<file path="src/rtl/mpm_pkg.sv">
`timescale 1ns/1ps
package mpm_pkg;

    // Control state held by the single-bit I/O block
    typedef struct packed {
        logic reg_en;   // page registers visible on the memory bus
        logic map_en;   // translation applied (else pass-through)
        logic opt_en;   // RAM allowed in the optional windows
    } ctrl_t;

    localparam ctrl_t CTRL_RESET = '{reg_en: 1'b0, map_en: 1'b0, opt_en: 1'b0};

endpackage

</file>
<file path="src/rtl/mpm_ctrl_bits.sv">
`timescale 1ns/1ps
module mpm_ctrl_bits #(
    parameter int              ADDR_W    = 16,
    parameter logic [15:0]     CTRL_BASE = 16'h1E00,
    parameter int              REG_BIT   = 0,
    parameter int              MAP_BIT   = 1,
    parameter logic [15:0]     OPT_BASE  = 16'h5FC0,
    parameter int              OPT_BIT   = 5
) (
    input  logic               clk,
    input  logic               rst_n,
    input  logic [ADDR_W-1:0]  io_addr,
    input  logic               io_set,
    input  logic               io_clr,
    input  logic               io_test,
    output logic               io_tbit,
    output mpm_pkg::ctrl_t     ctrl
);
    import mpm_pkg::*;

    localparam logic [ADDR_W-1:0] REG_ADR = ADDR_W'(32'(CTRL_BASE) + 2 * REG_BIT);
    localparam logic [ADDR_W-1:0] MAP_ADR = ADDR_W'(32'(CTRL_BASE) + 2 * MAP_BIT);
    localparam logic [ADDR_W-1:0] OPT_ADR = ADDR_W'(32'(OPT_BASE)  + 2 * OPT_BIT);

    ctrl_t ctrl_d, ctrl_q;
    logic  hit_reg, hit_map, hit_opt;

    always_comb begin
        hit_reg = (io_addr == REG_ADR);
        hit_map = (io_addr == MAP_ADR);
        hit_opt = (io_addr == OPT_ADR);

        ctrl_d = ctrl_q;
        // set first, clear second: clear wins on a collision
        if (io_set) begin
            if (hit_reg) ctrl_d.reg_en = 1'b1;
            if (hit_map) ctrl_d.map_en = 1'b1;
            if (hit_opt) ctrl_d.opt_en = 1'b1;
        end
        if (io_clr) begin
            if (hit_reg) ctrl_d.reg_en = 1'b0;
            if (hit_map) ctrl_d.map_en = 1'b0;
            if (hit_opt) ctrl_d.opt_en = 1'b0;
        end

        io_tbit = io_test & ((hit_reg & ctrl_q.reg_en) |
                             (hit_map & ctrl_q.map_en) |
                             (hit_opt & ctrl_q.opt_en));
    end

    always_ff @(posedge clk) begin
        if (!rst_n) ctrl_q <= CTRL_RESET;
        else        ctrl_q <= ctrl_d;
    end

    assign ctrl = ctrl_q;

endmodule

</file>
<file path="src/rtl/mpm_page_file.sv">
`timescale 1ns/1ps
module mpm_page_file #(
    parameter int NWIN   = 16,
    parameter int PAGE_W = 8,
    localparam int IDX_W = $clog2(NWIN)
) (
    input  logic                     clk,
    input  logic                     rst_n,
    input  logic                     wr_en,
    input  logic [IDX_W-1:0]         wr_idx,
    input  logic [PAGE_W-1:0]        wr_page,
    input  logic [IDX_W-1:0]         rd_idx,
    output logic [PAGE_W-1:0]        rd_page,
    input  logic [IDX_W-1:0]         xl_idx,
    output logic [PAGE_W-1:0]        xl_page,
    output logic [NWIN*PAGE_W-1:0]   pages_flat
);
    logic [PAGE_W-1:0] pages_d [NWIN];
    logic [PAGE_W-1:0] pages_q [NWIN];

    always_comb begin
        for (int i = 0; i < NWIN; i++) pages_d[i] = pages_q[i];
        if (wr_en) pages_d[wr_idx] = wr_page;
    end

    // Identity mapping at reset: window i points at page i
    generate
        for (genvar g = 0; g < NWIN; g++) begin : g_page
            always_ff @(posedge clk) begin
                if (!rst_n) pages_q[g] <= PAGE_W'(g);
                else        pages_q[g] <= pages_d[g];
            end
            assign pages_flat[g*PAGE_W +: PAGE_W] = pages_q[g];
        end
    endgenerate

    assign rd_page = pages_q[rd_idx];
    assign xl_page = pages_q[xl_idx];

endmodule

</file>
<file path="src/rtl/mpm_xlate.sv">
`timescale 1ns/1ps
module mpm_xlate #(
    parameter int ADDR_W = 16,
    parameter int OFF_W  = 12,
    parameter int PAGE_W = 8,
    localparam int WIN_W  = ADDR_W - OFF_W,
    localparam int NWIN   = 1 << WIN_W,
    localparam int PHYS_W = PAGE_W + OFF_W,
    parameter logic [NWIN-1:0]   PAGED_MASK = 16'hFC0C,
    parameter logic [NWIN-1:0]   OPT_MASK   = 16'h0030,
    parameter logic [ADDR_W-1:0] REG_BASE   = 16'h4000
) (
    input  logic [ADDR_W-1:0]  cpu_addr,
    input  logic               cpu_rd,
    input  logic               cpu_wr,
    input  mpm_pkg::ctrl_t     ctrl,
    input  logic [PAGE_W-1:0]  xl_page,
    output logic [WIN_W-1:0]   win_idx,
    output logic               reg_hit,
    output logic               ram_cs,
    output logic [PHYS_W-1:0]  phys_addr
);
    localparam int REG_SPAN = 2 * NWIN;

    logic [31:0] a32;
    logic        win_ok;

    always_comb begin
        a32     = 32'(cpu_addr);
        win_idx = cpu_addr[ADDR_W-1 -: WIN_W];
        reg_hit = ctrl.reg_en &&
                  (a32 >= 32'(REG_BASE)) &&
                  (a32 <  32'(REG_BASE) + 32'(REG_SPAN));
        win_ok  = PAGED_MASK[win_idx] | (OPT_MASK[win_idx] & ctrl.opt_en);
        ram_cs  = (cpu_rd | cpu_wr) & win_ok & ~reg_hit;
        if (ctrl.map_en) phys_addr = {xl_page, cpu_addr[OFF_W-1:0]};
        else             phys_addr = PHYS_W'(cpu_addr);
    end

endmodule

</file>
<file path="src/rtl/mem_page_mapper.sv">
`timescale 1ns/1ps
module mem_page_mapper #(
    parameter int ADDR_W = 16,
    parameter int DATA_W = 16,
    parameter int OFF_W  = 12,
    parameter int PAGE_W = 8,
    localparam int WIN_W  = ADDR_W - OFF_W,
    localparam int NWIN   = 1 << WIN_W,
    localparam int PHYS_W = PAGE_W + OFF_W,
    parameter logic [NWIN-1:0]   PAGED_MASK = 16'hFC0C,
    parameter logic [NWIN-1:0]   OPT_MASK   = 16'h0030,
    parameter logic [ADDR_W-1:0] REG_BASE   = 16'h4000,
    parameter logic [15:0]       CTRL_BASE  = 16'h1E00,
    parameter logic [15:0]       OPT_BASE   = 16'h5FC0,
    parameter int                OPT_BIT    = 5
) (
    input  logic               clk,
    input  logic               rst_n,
    input  logic [ADDR_W-1:0]  cpu_addr,
    input  logic [DATA_W-1:0]  cpu_wdata,
    input  logic               cpu_rd,
    input  logic               cpu_wr,
    input  logic [ADDR_W-1:0]  io_addr,
    input  logic               io_set,
    input  logic               io_clr,
    input  logic               io_test,
    output logic               io_tbit,
    output logic [DATA_W-1:0]  cpu_rdata,
    output logic               cpu_rdata_oe,
    output logic               ram_cs,
    output logic [PHYS_W-1:0]  phys_addr
);
    import mpm_pkg::*;

    ctrl_t                  ctrl;
    logic [WIN_W-1:0]       win_idx;
    logic [WIN_W-1:0]       reg_idx;
    logic                   reg_hit;
    logic [PAGE_W-1:0]      rd_page, xl_page;
    logic [NWIN*PAGE_W-1:0] pages_flat;
    logic                   unused_wdata_lo;

    assign reg_idx         = cpu_addr[WIN_W:1];
    assign unused_wdata_lo = ^cpu_wdata[DATA_W-PAGE_W-1:0];

    mpm_ctrl_bits #(
        .ADDR_W(ADDR_W), .CTRL_BASE(CTRL_BASE), .REG_BIT(0), .MAP_BIT(1),
        .OPT_BASE(OPT_BASE), .OPT_BIT(OPT_BIT)
    ) u_ctrl (
        .clk(clk), .rst_n(rst_n), .io_addr(io_addr), .io_set(io_set),
        .io_clr(io_clr), .io_test(io_test), .io_tbit(io_tbit), .ctrl(ctrl)
    );

    mpm_page_file #(.NWIN(NWIN), .PAGE_W(PAGE_W)) u_pages (
        .clk(clk), .rst_n(rst_n),
        .wr_en(reg_hit & cpu_wr), .wr_idx(reg_idx),
        .wr_page(cpu_wdata[DATA_W-1 -: PAGE_W]),
        .rd_idx(reg_idx), .rd_page(rd_page),
        .xl_idx(win_idx), .xl_page(xl_page),
        .pages_flat(pages_flat)
    );

    mpm_xlate #(
        .ADDR_W(ADDR_W), .OFF_W(OFF_W), .PAGE_W(PAGE_W),
        .PAGED_MASK(PAGED_MASK), .OPT_MASK(OPT_MASK), .REG_BASE(REG_BASE)
    ) u_xlate (
        .cpu_addr(cpu_addr), .cpu_rd(cpu_rd), .cpu_wr(cpu_wr), .ctrl(ctrl),
        .xl_page(xl_page), .win_idx(win_idx), .reg_hit(reg_hit),
        .ram_cs(ram_cs), .phys_addr(phys_addr)
    );

    always_comb begin
        cpu_rdata_oe = reg_hit & cpu_rd;
        cpu_rdata    = cpu_rdata_oe ? {rd_page, {(DATA_W-PAGE_W){1'b0}}} : '0;
    end

endmodule

</file>
<file path="config.mk">
export PLATFORM = sky130hd
export DESIGN_NAME = mem_page_mapper
export DESIGN_NICKNAME = d
export VERILOG_FILES = /design/src/rtl/mpm_pkg.sv /design/src/rtl/mpm_ctrl_bits.sv /design/src/rtl/mpm_page_file.sv /design/src/rtl/mpm_xlate.sv /design/src/rtl/mem_page_mapper.sv
export SDC_FILE = /design/constraint.sdc
export NUM_CORES = 1
export LEC_CHECK = 0
export ABC_AREA = 1
export BUFFER_PORTS_ARGS = -buffer_cell sky130_fd_sc_hd__buf_2
export CAP_MARGIN = 5
export CORE_ASPECT_RATIO = 1.25
export CORE_UTILIZATION = 54
export CTS_CLUSTER_DIAMETER = 40
export DETAILED_ROUTE_END_ITERATION = 8
export GPL_TIMING_DRIVEN = 0
export PLACE_DENSITY_LB_ADDON = 0.12
export SLEW_MARGIN = 20
export SYNTH_ARGS = -nofsm -noshare
export SYNTH_HDL_FRONTEND = slang
export SYNTH_SLANG_ARGS = --single-unit
</file>
<file path="constraint.sdc">
create_clock -name clk -period 1.4 [get_ports clk]
set_input_delay 0.14 -clock clk [delete_from_list [all_inputs] [get_ports clk]]
set_output_delay 0.14 -clock clk [all_outputs]
set_load 0.03 [all_outputs]
</file>
==> metrics.log <==
[metrics] Max rail drop VDD: 0.7725 mV
[metrics] number of rows in the core area: 49
[metrics] type of the worst setup path: primary input to output port
[metrics] GRT Overall Usage: 0.4871
[metrics] top area cells in the synthesized netlist: dfxtp_1 (33%), nor2_1 (14%), nand2_1 (14%)
[metrics] post-route DRC violation count: 31
[metrics] most instantiated library cell after synthesis: nor2_1
[metrics] overall die area: roughly 0.015 mm2
[metrics] initial antenna violation count: 0
[metrics] Hold Crit Class: primary input to register
[metrics] # setup viols final: between 100 and 150
[metrics] Warnings, synthesis: 0
[metrics] Die Y-Extent: 138.5 um
[metrics] maximum number of pins on one net before global-route repair: 17
[metrics] fraction of the yosys area taken by sequential cells: 0.3258
[metrics] Power Internal: between 0.007 and 0.008 W
[metrics] Post-layout nets: 1501
[metrics] clock tree from TritonCTS: built
[metrics] Most used DFF post-synth: dfxtp_1
[metrics] Critical path origin: cpu_addr[1]
[metrics] number of nets still failing antenna checks after routing: 0
[metrics] Post-Route Skew: slightly above 5 ps
[metrics] Post-synth top cells: nor2_1 (304), nand2_1 (301), dfxtp_1 (131), nand4_1 (99), o21ai_0 (85)
[metrics] worst-skew pair later-pin latency: about 450 ps
[metrics] Final Hold Fails: 0
[metrics] port bufs: 69
[metrics] Detail Placement HPWL: 24.09 mm
[metrics] final setup margin: -589.7 ps
[metrics] number of flops mapped to enable cells by yosys: 0
[metrics] Period minus WS final: 1990 ps
[metrics] summed instance area of the synthesized netlist: a little over 0.008 mm2
[metrics] area grow syn2layout: 38.46%
[metrics] clock input transition at the sequential cells of the worst setup and hold paths: approximately 60 ps
[metrics] proportion of layout cells with a drive suffix above 1: 0.3098
[metrics] worst endpoint data arrival time: 1850 ps
[metrics] fillers: 1118
[metrics] number of buffers created by CTS: 17
[metrics] H-Tree Level Count: 4
[metrics] post-synthesis async set-or-reset flop share: 0
[metrics] Net Sw Power: ~0.0032 W
[metrics] number of global-route vias before repair: ~9600
[metrics] combinational group share of total power: 0.156
[metrics] status: finished, violations left
[metrics] crit share post-route: 1.421
[metrics] clock share of power: 0.486
[metrics] first-pass GRT wire length: 55.60 mm
[metrics] share of power burned in registers: 0.359
[metrics] vias per cell: between 6 and 7
[metrics] standby leakage power: a little under 5 nW
[metrics] Overall Power: between 0.01 and 0.015 W
[metrics] violated checks: DRC, setup timing
[metrics] number of distinct standard cells referenced by the synthesized netlist: 31
[metrics] CP Capture Type: output port
[metrics] total congestion overflow: 0
[metrics] number of DRC markers in iteration 0: between 1500 and 2000
[metrics] clock sink count: between 100 and 150
[metrics] initial core utilization: 0.5563
[metrics] final weighted congestion in routability-driven placement: ~1.1
[metrics] Crit Reg-Reg Startpoint: u_ctrl.ctrl[2]$_SDFF_PN0_
[metrics] critical path startpoint category: primary input
[metrics] Max transition margin: 0.4634
[metrics] final max-slew violation count: 0
[metrics] Sw Ratio: 0.3047
[metrics] Die X-Extent: between 100 and 150 um
[metrics] library cell used as clock root buffer: clkbuf_16
[metrics] Synth Register Bits: 131
[metrics] Achievable Freq: around 0.50 GHz
[metrics] startpoint of the worst hold path: io_addr[4]
[metrics] Tightest Pin Transition: ~800 ps
[metrics] average routed wire per standard cell: between 20 and 25 um
[metrics] synthesized area per cell: slightly above 6 um2
[metrics] routed wire length: between 30 and 40 mm
[metrics] first-pass iteration count of the detailed router: 9
[metrics] Max Cap Violations: 0
[metrics] ports placed on the boundary: between 90 and 100
[metrics] power density relative to cell area: approximately 930 mW/mm2
[metrics] post-synthesis cell type with the largest combined area: dfxtp_1
[metrics] Core Region: 0.01447 mm2
[metrics] critical path required time: around 1300 ps
[metrics] total via count in the routed design: ~11000
[metrics] largest buffer count on any clock path: 2
[metrics] count of mapped cells out of synthesis: roughly 1300
[metrics] critical path peak fanout: 10
[metrics] area fraction of the dominant cell type after synthesis: 0.3258
[metrics] total inserted antenna cells: 0
[metrics] minimum hold slack: about 80 ps
[metrics] setup repair after global routing missed its margin: true
[metrics] R2R Setup Slk: -460 ps
-- cell type report --
cell class,count,area [um2],share of cell area
multi-input cells,984,5243,0.4704
plain buffers,107,749.5,0.06725
inverters,74,300.3,0.02695
well taps,178,222.7,0.01998
repair buffers,131,1296,0.1163
flip-flops and latches,131,2694,0.2417
clock inverters,14,200.2,0.01796
clock buffers,18,439.2,0.03941
-- state kept, by name, indices dropped and copies added, names as in the netlist --
name	count
u_pages.pages_q	128
u_ctrl.ctrl	3
-- cells in the final DEF, fill, tap and decap left out, drive strengths merged, types with 3 or more instances in the layout --
cell	n
o211ai	15
dlygate4sd3	3
o2111ai	3
clkbuf	59
clkinvlp	4
dfxtp	131
or2	4
buf	194
inv	74
bufinv	4
nor2	325
o21ai	85
a21oi	14
o22ai	50
clkinv	6
nand3	70
nand2	302
conb	8
nand4	103
-- what timing repair did --
action,CTS,global route
hold buffers,3,0
gates resized for setup,249,175
endpoints found under the hold margin,3,0
pin swaps,65,94
setup buffers,42,21
setup endpoints to repair,147,147
cloned,11,0
-- worst max-delay path, cell delays in order --
cell	delay [ps]
buf_2	200
inv_1	150
nand2_2	160
buf_6	210
o22ai_1	90
o21ai_1	420
nand3_2	150
nor2_4	160
buf_6	140
-- through the flow --
step | utilization | area, um2 | setup TNS (ps) | setup WS (ps) | cells
CTS | 0.7448 | 10780 | -39570 | -461.2 | 1634
global placement | 0.6120 | 8855 | -63970 | -1041 | 1548
floorplan | - | 8287 | -116.0 | -17.53 | 1301
finish | 0.7702 | 11140 | -37900 | -589.7 | 1637
global route | 0.7702 | 11140 | -45020 | -601.3 | 1637
detailed placement | 0.6120 | 8855 | -66280 | -1058 | 1548
-- cell families (layout without fill, tap and decap cells) --
kind of cell / after synthesis / after routing / synth area share
simple gates: 806 / 806 / 0.4489
other cells: 1 / 8 / 0.0004659
buf+inv: 186 / 344 / 0.1043
flops: 131 / 131 / 0.3258
compound gates: 170 / 170 / 0.1205
-- path summary, 6_finish.rpt --
check,cells after the start,end
worst max register to register,11,u_pages.pages_q[4][0]$_SDFFE_PN0P_
worst min register to register,2,u_pages.pages_q[3][1]$_SDFFE_PN1P_
worst min-delay path,5,u_ctrl.ctrl[0]$_SDFF_PN0_
worst max-delay path,9,cpu_rdata[8]
-- per-layer routing --
metal | up-vias | share of wire | track usage
met4 | 0 | 0.097 | 0.3933
met2 | 1047 | 0.42 | 0.7283
met3 | 336 | 0.15 | 0.1508
li1 | 4570 | - | -
met1 | 4764 | 0.33 | 0.5750
met5 | - | 0 | 0
-- power by group through the flow --
| stage | clock, W | sequential, W | combinational, W |
|---|---|---|---|
| floorplan | 0 | 0.00381 | 0.000841 |
| global placement | 0 | 0.00381 | 0.00132 |
| detailed placement | 0 | 0.00381 | 0.00132 |
| CTS | 0.00492 | 0.00372 | 0.00142 |
| global route | 0.00508 | 0.00372 | 0.00166 |
| finish | 0.00503 | 0.00372 | 0.00161 |
Note: power is estimated with default switching activity, not from simulation.
